$ cat src/rtl/isp_pkg.sv
`timescale 1ns/1ps
package isp_pkg;

    typedef enum logic [2:0] {
        CMD_NONE,
        CMD_ENABLE,
        CMD_ERASE,
        CMD_PWRITE,
        CMD_PREAD,
        CMD_DWRITE,
        CMD_DREAD,
        CMD_POLL
    } isp_cmd_e;

    // instruction header collected byte by byte
    typedef struct packed {
        logic [7:0] op;
        logic [7:0] arg;
        logic [7:0] alo;
    } isp_hdr_t;

    localparam logic [7:0] OP_ENTER  = 8'hAC;
    localparam logic [7:0] KEY_ENTER = 8'h53;
    localparam logic [7:0] KEY_ERASE = 8'h80;
    localparam logic [7:0] OP_PWRITE = 8'h40;
    localparam logic [7:0] OP_PREAD  = 8'h20;
    localparam logic [7:0] OP_DWRITE = 8'hC0;
    localparam logic [7:0] OP_DREAD  = 8'hA0;
    localparam logic [7:0] OP_POLL   = 8'hF0;

    function automatic isp_cmd_e isp_decode(input logic [7:0] op, input logic [7:0] arg);
        isp_cmd_e c;
        case (op)
            OP_ENTER:  c = (arg == KEY_ENTER) ? CMD_ENABLE :
                           (arg == KEY_ERASE) ? CMD_ERASE  : CMD_NONE;
            OP_PWRITE: c = CMD_PWRITE;
            OP_PREAD:  c = CMD_PREAD;
            OP_DWRITE: c = CMD_DWRITE;
            OP_DREAD:  c = CMD_DREAD;
            OP_POLL:   c = CMD_POLL;
            default:   c = CMD_NONE;
        endcase
        return c;
    endfunction

    // longest serial clock phase, in system cycles, that still counts as too short
    function automatic int unsigned isp_phase_floor(input bit fast);
        return fast ? 3 : 2;
    endfunction

endpackage

$ cat src/rtl/isp_sck_front.sv
`timescale 1ns/1ps
module isp_sck_front
    import isp_pkg::*;
#(
    parameter bit FAST_CLK = 1'b0,
    parameter int CW       = 4
) (
    input  logic clk,
    input  logic rst,
    input  logic active,
    input  logic sck,
    input  logic mosi,
    output logic sck_rise,
    output logic sck_fall,
    output logic mosi_s,
    output logic viol
);
    localparam logic [CW-1:0] LIM = CW'(isp_phase_floor(FAST_CLK));
    localparam logic [CW-1:0] SAT = '1;

    logic [1:0]    sck_q;
    logic [1:0]    mosi_q;
    logic          sck_d;
    logic          edge_seen;
    logic [CW-1:0] phase_len;

    always_ff @(posedge clk) begin
        if (rst) begin
            sck_q  <= '0;
            mosi_q <= '0;
            sck_d  <= 1'b0;
        end else begin
            sck_q  <= {sck_q[0], sck};
            mosi_q <= {mosi_q[0], mosi};
            sck_d  <= sck_q[1];
        end
    end

    assign edge_seen = sck_q[1] ^ sck_d;
    assign sck_rise  = active & edge_seen & sck_q[1];
    assign sck_fall  = active & edge_seen & ~sck_q[1];
    assign mosi_s    = mosi_q[1];

    // cycles the current sampled level has lasted, saturating
    always_ff @(posedge clk) begin
        if (rst || !active)
            phase_len <= SAT;
        else if (edge_seen)
            phase_len <= CW'(1);
        else if (phase_len != SAT)
            phase_len <= phase_len + CW'(1);
    end

    always_ff @(posedge clk) begin
        if (rst)
            viol <= 1'b0;
        else if (active && edge_seen && phase_len <= LIM)
            viol <= 1'b1;
    end

    p_viol_sticky_r10: assert property (@(posedge clk) disable iff (rst) viol |=> viol)
        else $error("phase violation flag dropped without reset");

endmodule

$ cat src/rtl/isp_busy_timer.sv
`timescale 1ns/1ps
module isp_busy_timer #(
    parameter int BUSY_CYCLES = 300,
    parameter int W           = $clog2(BUSY_CYCLES + 1)
) (
    input  logic clk,
    input  logic rst,
    input  logic start,
    output logic busy
);
    logic [W-1:0] left;

    always_ff @(posedge clk) begin
        if (rst)
            left <= '0;
        else if (start)
            left <= W'(BUSY_CYCLES);
        else if (left != '0)
            left <= left - W'(1);
    end

    assign busy = (left != '0);

    p_no_restart_r8: assert property (@(posedge clk) disable iff (rst) start |-> !busy)
        else $error("write accepted while busy");
    p_busy_follows_r8: assert property (@(posedge clk) disable iff (rst) start |=> busy)
        else $error("busy not raised after start");

endmodule

$ cat src/rtl/isp_target.sv
`timescale 1ns/1ps
module isp_target
    import isp_pkg::*;
#(
    parameter int PROG_AW     = 5,
    parameter int DATA_AW     = 4,
    parameter int BUSY_CYCLES = 300,
    parameter bit FAST_CLK    = 1'b0
) (
    input  logic clk,
    input  logic rst,
    input  logic prog_rst_n,
    input  logic sck,
    input  logic mosi,
    output logic miso,
    output logic busy,
    output logic phase_viol
);
    localparam int PDEPTH = 1 << PROG_AW;
    localparam int DDEPTH = 1 << DATA_AW;

    logic           active;
    logic           sck_rise, sck_fall, mosi_s;
    logic [4:0]     bit_cnt;
    logic [1:0]     byte_idx;
    logic           byte_done, exec;
    logic [7:0]     rx_sr, rx_next, tx_sr, tx_load;
    isp_hdr_t       hdr;
    isp_cmd_e       cmd;
    logic           enabled, wr_go;
    logic [PROG_AW-1:0] paddr;
    logic [DATA_AW-1:0] daddr;
    logic [7:0]     pmem [PDEPTH];
    logic [7:0]     dmem [DDEPTH];

    assign active = ~prog_rst_n;

    isp_sck_front #(.FAST_CLK(FAST_CLK), .CW(4)) u_front (
        .clk(clk), .rst(rst), .active(active), .sck(sck), .mosi(mosi),
        .sck_rise(sck_rise), .sck_fall(sck_fall), .mosi_s(mosi_s), .viol(phase_viol)
    );

    isp_busy_timer #(.BUSY_CYCLES(BUSY_CYCLES)) u_timer (
        .clk(clk), .rst(rst), .start(wr_go), .busy(busy)
    );

    assign rx_next   = {rx_sr[6:0], mosi_s};
    assign byte_idx  = bit_cnt[4:3];
    assign byte_done = sck_rise && (bit_cnt[2:0] == 3'd7);
    assign exec      = byte_done && (byte_idx == 2'd3);
    assign cmd       = isp_decode(hdr.op, hdr.arg);
    assign paddr     = PROG_AW'({hdr.arg, hdr.alo});
    assign daddr     = DATA_AW'({hdr.arg, hdr.alo});
    assign wr_go     = exec && enabled && !busy &&
                       (cmd == CMD_ERASE || cmd == CMD_PWRITE || cmd == CMD_DWRITE);

    // receive side: bit position, header bytes, unlock state
    always_ff @(posedge clk) begin
        if (rst || !active) begin
            bit_cnt <= '0;
            rx_sr   <= '0;
            hdr     <= '0;
            enabled <= 1'b0;
        end else if (sck_rise) begin
            bit_cnt <= bit_cnt + 5'd1;
            rx_sr   <= rx_next;
            if (byte_done) begin
                case (byte_idx)
                    2'd0: hdr.op <= rx_next;
                    2'd1: begin
                        hdr.arg <= rx_next;
                        if (hdr.op == OP_ENTER && rx_next == KEY_ENTER)
                            enabled <= 1'b1;
                    end
                    2'd2: hdr.alo <= rx_next;
                    default: ;
                endcase
            end
        end
    end

    // byte presented at the start of each output byte
    always_comb begin
        tx_load = 8'h00;
        if (enabled) begin
            if (byte_idx == 2'd2 && cmd == CMD_ENABLE)
                tx_load = KEY_ENTER;
            else if (byte_idx == 2'd3) begin
                case (cmd)
                    CMD_PREAD: tx_load = pmem[paddr];
                    CMD_DREAD: tx_load = dmem[daddr];
                    CMD_POLL:  tx_load = {7'b0, busy};
                    default:   tx_load = 8'h00;
                endcase
            end
        end
    end

    always_ff @(posedge clk) begin
        if (rst || !active)
            tx_sr <= '0;
        else if (sck_fall) begin
            if (bit_cnt[2:0] == 3'd0)
                tx_sr <= tx_load;
            else
                tx_sr <= {tx_sr[6:0], 1'b0};
        end
    end

    assign miso = tx_sr[7];

    // behavioural arrays
    always_ff @(posedge clk) begin
        if (rst) begin
            for (int i = 0; i < PDEPTH; i++) pmem[i] <= 8'hFF;
            for (int j = 0; j < DDEPTH; j++) dmem[j] <= 8'hFF;
        end else if (wr_go) begin
            case (cmd)
                CMD_ERASE: begin
                    for (int i = 0; i < PDEPTH; i++) pmem[i] <= 8'hFF;
                    for (int j = 0; j < DDEPTH; j++) dmem[j] <= 8'hFF;
                end
                CMD_PWRITE: pmem[paddr] <= pmem[paddr] & rx_next;
                CMD_DWRITE: dmem[daddr] <= rx_next;
                default: ;
            endcase
        end
    end

    p_exit_clears_r1: assert property (@(posedge clk) disable iff (rst)
        prog_rst_n |=> (!enabled && bit_cnt == 5'd0 && !miso))
        else $error("closed session left state behind");
    p_miso_hold_r11: assert property (@(posedge clk) disable iff (rst)
        (!prog_rst_n && !sck_fall) |=> $stable(miso))
        else $error("miso moved without a falling edge");

endmodule

$ cat config.mk
export PLATFORM = sky130hd
export DESIGN_NAME = isp_target
export DESIGN_NICKNAME = d
export VERILOG_FILES = /design/src/rtl/isp_pkg.sv /design/src/rtl/isp_sck_front.sv /design/src/rtl/isp_busy_timer.sv /design/src/rtl/isp_target.sv
export SDC_FILE = /design/constraint.sdc
export NUM_CORES = 1
export LEC_CHECK = 0
export BUFFER_PORTS_ARGS = -buffer_cell sky130_fd_sc_hd__buf_2
export CORE_UTILIZATION = 28
export CTS_CLUSTER_DIAMETER = 30
export CTS_CLUSTER_SIZE = 20
export DETAILED_ROUTE_END_ITERATION = 6
export SYNTH_ARGS = -nofsm -noshare
export SYNTH_HDL_FRONTEND = slang
export SYNTH_SLANG_ARGS = --single-unit
export TNS_END_PERCENT = 30
$ cat constraint.sdc
create_clock -name clk -period 7.1 [get_ports clk]
set_input_delay 1.42 -clock clk [delete_from_list [all_inputs] [get_ports clk]]
set_output_delay 1.42 -clock clk [all_outputs]
set_load 0.01 [all_outputs]
==> results.py <==
metrics = {
    "outcome": {
        "status": "finished with violations",
        "violations": "DRC",
    },
    "drt": {
        "viasPerCell": 5.36,
        "wirelength_mm": 59.2,
        "dr.pass1.iters": 7,
        "ant_nets": 0,
        "vias": 14600,
        "drc": 3,
        "first_iter_violations": 1587,
        "wl_per_cell_um": 21.7,
    },
    "synthesis": {
        "synth_simple_gate_area_frac": 0.128,
        "synth.largest_area_cell": "edfxtp_1",
        "synth_seq_cells": 450,
        "yosys.area.top_type_share": 0.546,
        "syn-num-nets": 1723,
        "synth_compound_area_frac": 0.120,
        "synth.avg_cell_area_um2": 12.3,
        "async_flop_share": 0,
        "synth-main-ff-cell": "edfxtp_1",
        "synthTopCellsByArea": "edfxtp_1, mux2i_1, dfxtp_1, o21ai_0, mux4_2",
        "synth_edf_count": 384,
        "synth_top_family_by_area": "simple AND/OR/NAND/NOR gates",
        "synth_xor_xnor_area_share": 0.00498,
        "yosysUniqueCellTypes": 61,
        "synthAdderAreaFrac": 0.00356,
        "syn_area_um2": 21100,
        "ys_warn_count": 0,
        "synthCells": 1712,
        "yosysSeqAreaShare": 0.609,
        "synth.area.mux_share": 0.0996,
    },
    "clock_tree": {
        "ctsHoldBuffers": 0,
        "clock_sinks": 450,
        "root_buffer": "clkbuf_16",
        "clk_pin_slew_worst_paths_ns": 0.05,
        "clk_path_buf_depth": 3,
        "cts_resized": 0,
        "clock_latency_ns": 0.63,
        "cts_tree": "done",
        "postCtsSetupBuffers": 0,
        "numCtsBuffers": 92,
        "htreeDepth": 3,
    },
    "sta": {
        "period_minus_slack_ns": 4.24,
        "slew_viol_final": 0,
        "fmax_mhz": 236,
        "grt_setup_unrepaired": "false",
        "tightest_slew_ns": 1.28,
        "report.final.setup_viol": 0,
        "hold_viol": 0,
        "period_share": 0.597,
        "relSlewSlack": 0.144,
        "fin_tns_setup_ns": 0,
        "finClkSkew_ns": 0.0219,
    },
    "setup_path": {
        "worstPathArrival_ns": 4.55,
        "r2r_slack_ns": 2.86,
        "worstSetupPathType": "reg2reg",
        "startpoint_type": "register",
        "crit_path_end_kind": "register",
        "rr_worst_depth": 8,
        "cp_max_fo": 37,
        "required_ns": 7.41,
        "r2r_end": "pmem[5][0]",
        "critical_path.endpoint": "pmem[5][0]",
    },
    "die": {
        "die_w_um": 277,
        "dieArea_um2": 76500,
        "rows": 100,
        "io_pins": 8,
        "die_h_um": 277,
        "core_region_area_um2": 74400,
        "start_util": 0.283,
    },
    "power_and_ir_drop": {
        "powerDensity_nw_per_um2": 301,
        "totalPowerFinal_mw": 7.53,
        "p_leak_nw": 7.99,
        "peakVddDrop_mv": 0.224,
    },
    "layout": {
        "nets": 1691,
        "area_growth_syn_to_layout_pct": 18.4,
        "diodes": 0,
        "fill_cells": 7216,
        "drive_gt1_frac": 0.164,
    },
    "global_routing": {
        "grt_start_max_net_pins": 55,
        "grt_pass1_wl_mm": 89.4,
        "antenna_found_initial": 0,
        "grt-ovfl-total": 0,
        "first_global_vias": 14700,
        "track_usage": 0.153,
    },
    "place": {
        "portBuffers": 7,
        "place.gp.congestion": 0.882,
        "dpl.hpwl_mm": 35.8,
    },
    "worst_hold_path": {
        "min_path_type": "reg2reg",
    },
    "job": {
        "maxCapViolations": 0,
    },
}
[layer usage]
metal / vias to the layer above / routed length (um) / track usage
met2: 780 / 27700 / 0.243
li1: 6501 / - / -
met4: 0 / 1930 / 0.0633
met5: - / 0 / 0
met1: 7192 / 24300 / 0.200
met3: 133 / 5290 / 0.0351
[critical path, cell delays in order (launching register included)]
cell	delay (ns)
dfxtp_2	0.30
buf_4	0.55
nor2b_2	0.93
buf_4	0.37
a22oi_1	0.17
a21oi_1	0.25
or4_1	0.71
buf_4	0.46
o21ai_0	0.15
[registers in the layout, indices dropped and copies added, names as in the netlist, 5 cells and up, named ones only]
name          flops
dmem            128
rx_sr             7
pmem            256
bit_cnt           5
u_timer.left      9
hdr              17
tx_sr             8
[placed cells by master (no fill, tap or decap), types with 11 or more instances in the layout]
cell type,Yosys,layout
edfxtp_1,384,384
buf_4,1,30
nand4_1,64,64
nand2b_1,66,66
clkinv_1,0,19
nor2_1,86,85
a22oi_1,76,76
o21ai_1,96,96
nand3_1,13,13
a21oi_1,67,66
o21ai_0,176,176
clkbuf_16,0,94
dfxtp_1,66,63
nor3_1,14,13
clkbuf_1,122,11
mux4_2,30,30
clkinv_2,0,20
mux2i_1,138,138
nor3_4,30,30
nand2_1,93,93
[cells in the mapped netlist, types with 19 or more instances]
cell	instances
a21oi_1	67
a22oi_1	76
buf_1	19
clkbuf_1	122
dfxtp_1	66
edfxtp_1	384
mux2i_1	138
mux4_2	30
nand2_1	93
nand2b_1	66
nand4_1	64
nor2_1	86
nor3_4	30
o21ai_0	176
o21ai_1	96
[stage by stage]
stage	util	worst slack (ns)	area, um^2	hold WS (ns)	cells
after floorplan	-	3.44	21100	0.414	1712
after global placement	0.295	2.64	22000	0.424	2555
after detailed placement	0.295	2.57	22000	0.428	2555
after CTS	0.336	2.96	25000	0.438	2724
after global routing	0.336	2.75	25000	0.455	2724
final	0.336	2.86	25000	0.433	2724
[area by class of cell]
type / instances / area (um^2) / area share
multi-input cells: 1080 / 7570 / 0.303
inverters: 19 / 71.3 / 0.00285
well taps: 969 / 1210 / 0.0485
repair buffers: 37 / 260 / 0.0104
clock buffers: 107 / 2420 / 0.0969
clock inverters: 62 / 596 / 0.0238
flip-flops and latches: 450 / 12900 / 0.515
[where the power goes]
part	switching, mW	internal [mW]	leakage [nW]
Combinational	0.215	0.101	2.09
Sequential	0.0561	3.00	4.41
Clock	1.38	2.78	1.49
[worst min path at each step]
stage / cells past startpoint / endpoint / slack [ns] / start
after floorplan: 1 / u_front.mosi_q[1] / 0.41 / u_front.mosi_q[0]
after global placement: 1 / u_front.sck_q[1] / 0.42 / u_front.sck_q[0]
after detailed placement: 1 / u_front.sck_q[1] / 0.43 / u_front.sck_q[0]
after CTS: 1 / u_front.sck_q[1] / 0.44 / u_front.sck_q[0]
after global routing: 1 / u_front.mosi_q[1] / 0.46 / u_front.mosi_q[0]
final: 1 / u_front.sck_q[1] / 0.43 / u_front.sck_q[0]
[logic make-up after synthesis]
family                     after synthesis
AOI/OAI and AO/OA                      448
xor gates and xnor gates                12
adders and majority gates                6
buffers and inverters                  182
DFF                                    450
muxes                                  172
and+or+nand+nor                        442
No activity file was read; power rests on OpenSTA's default activity.
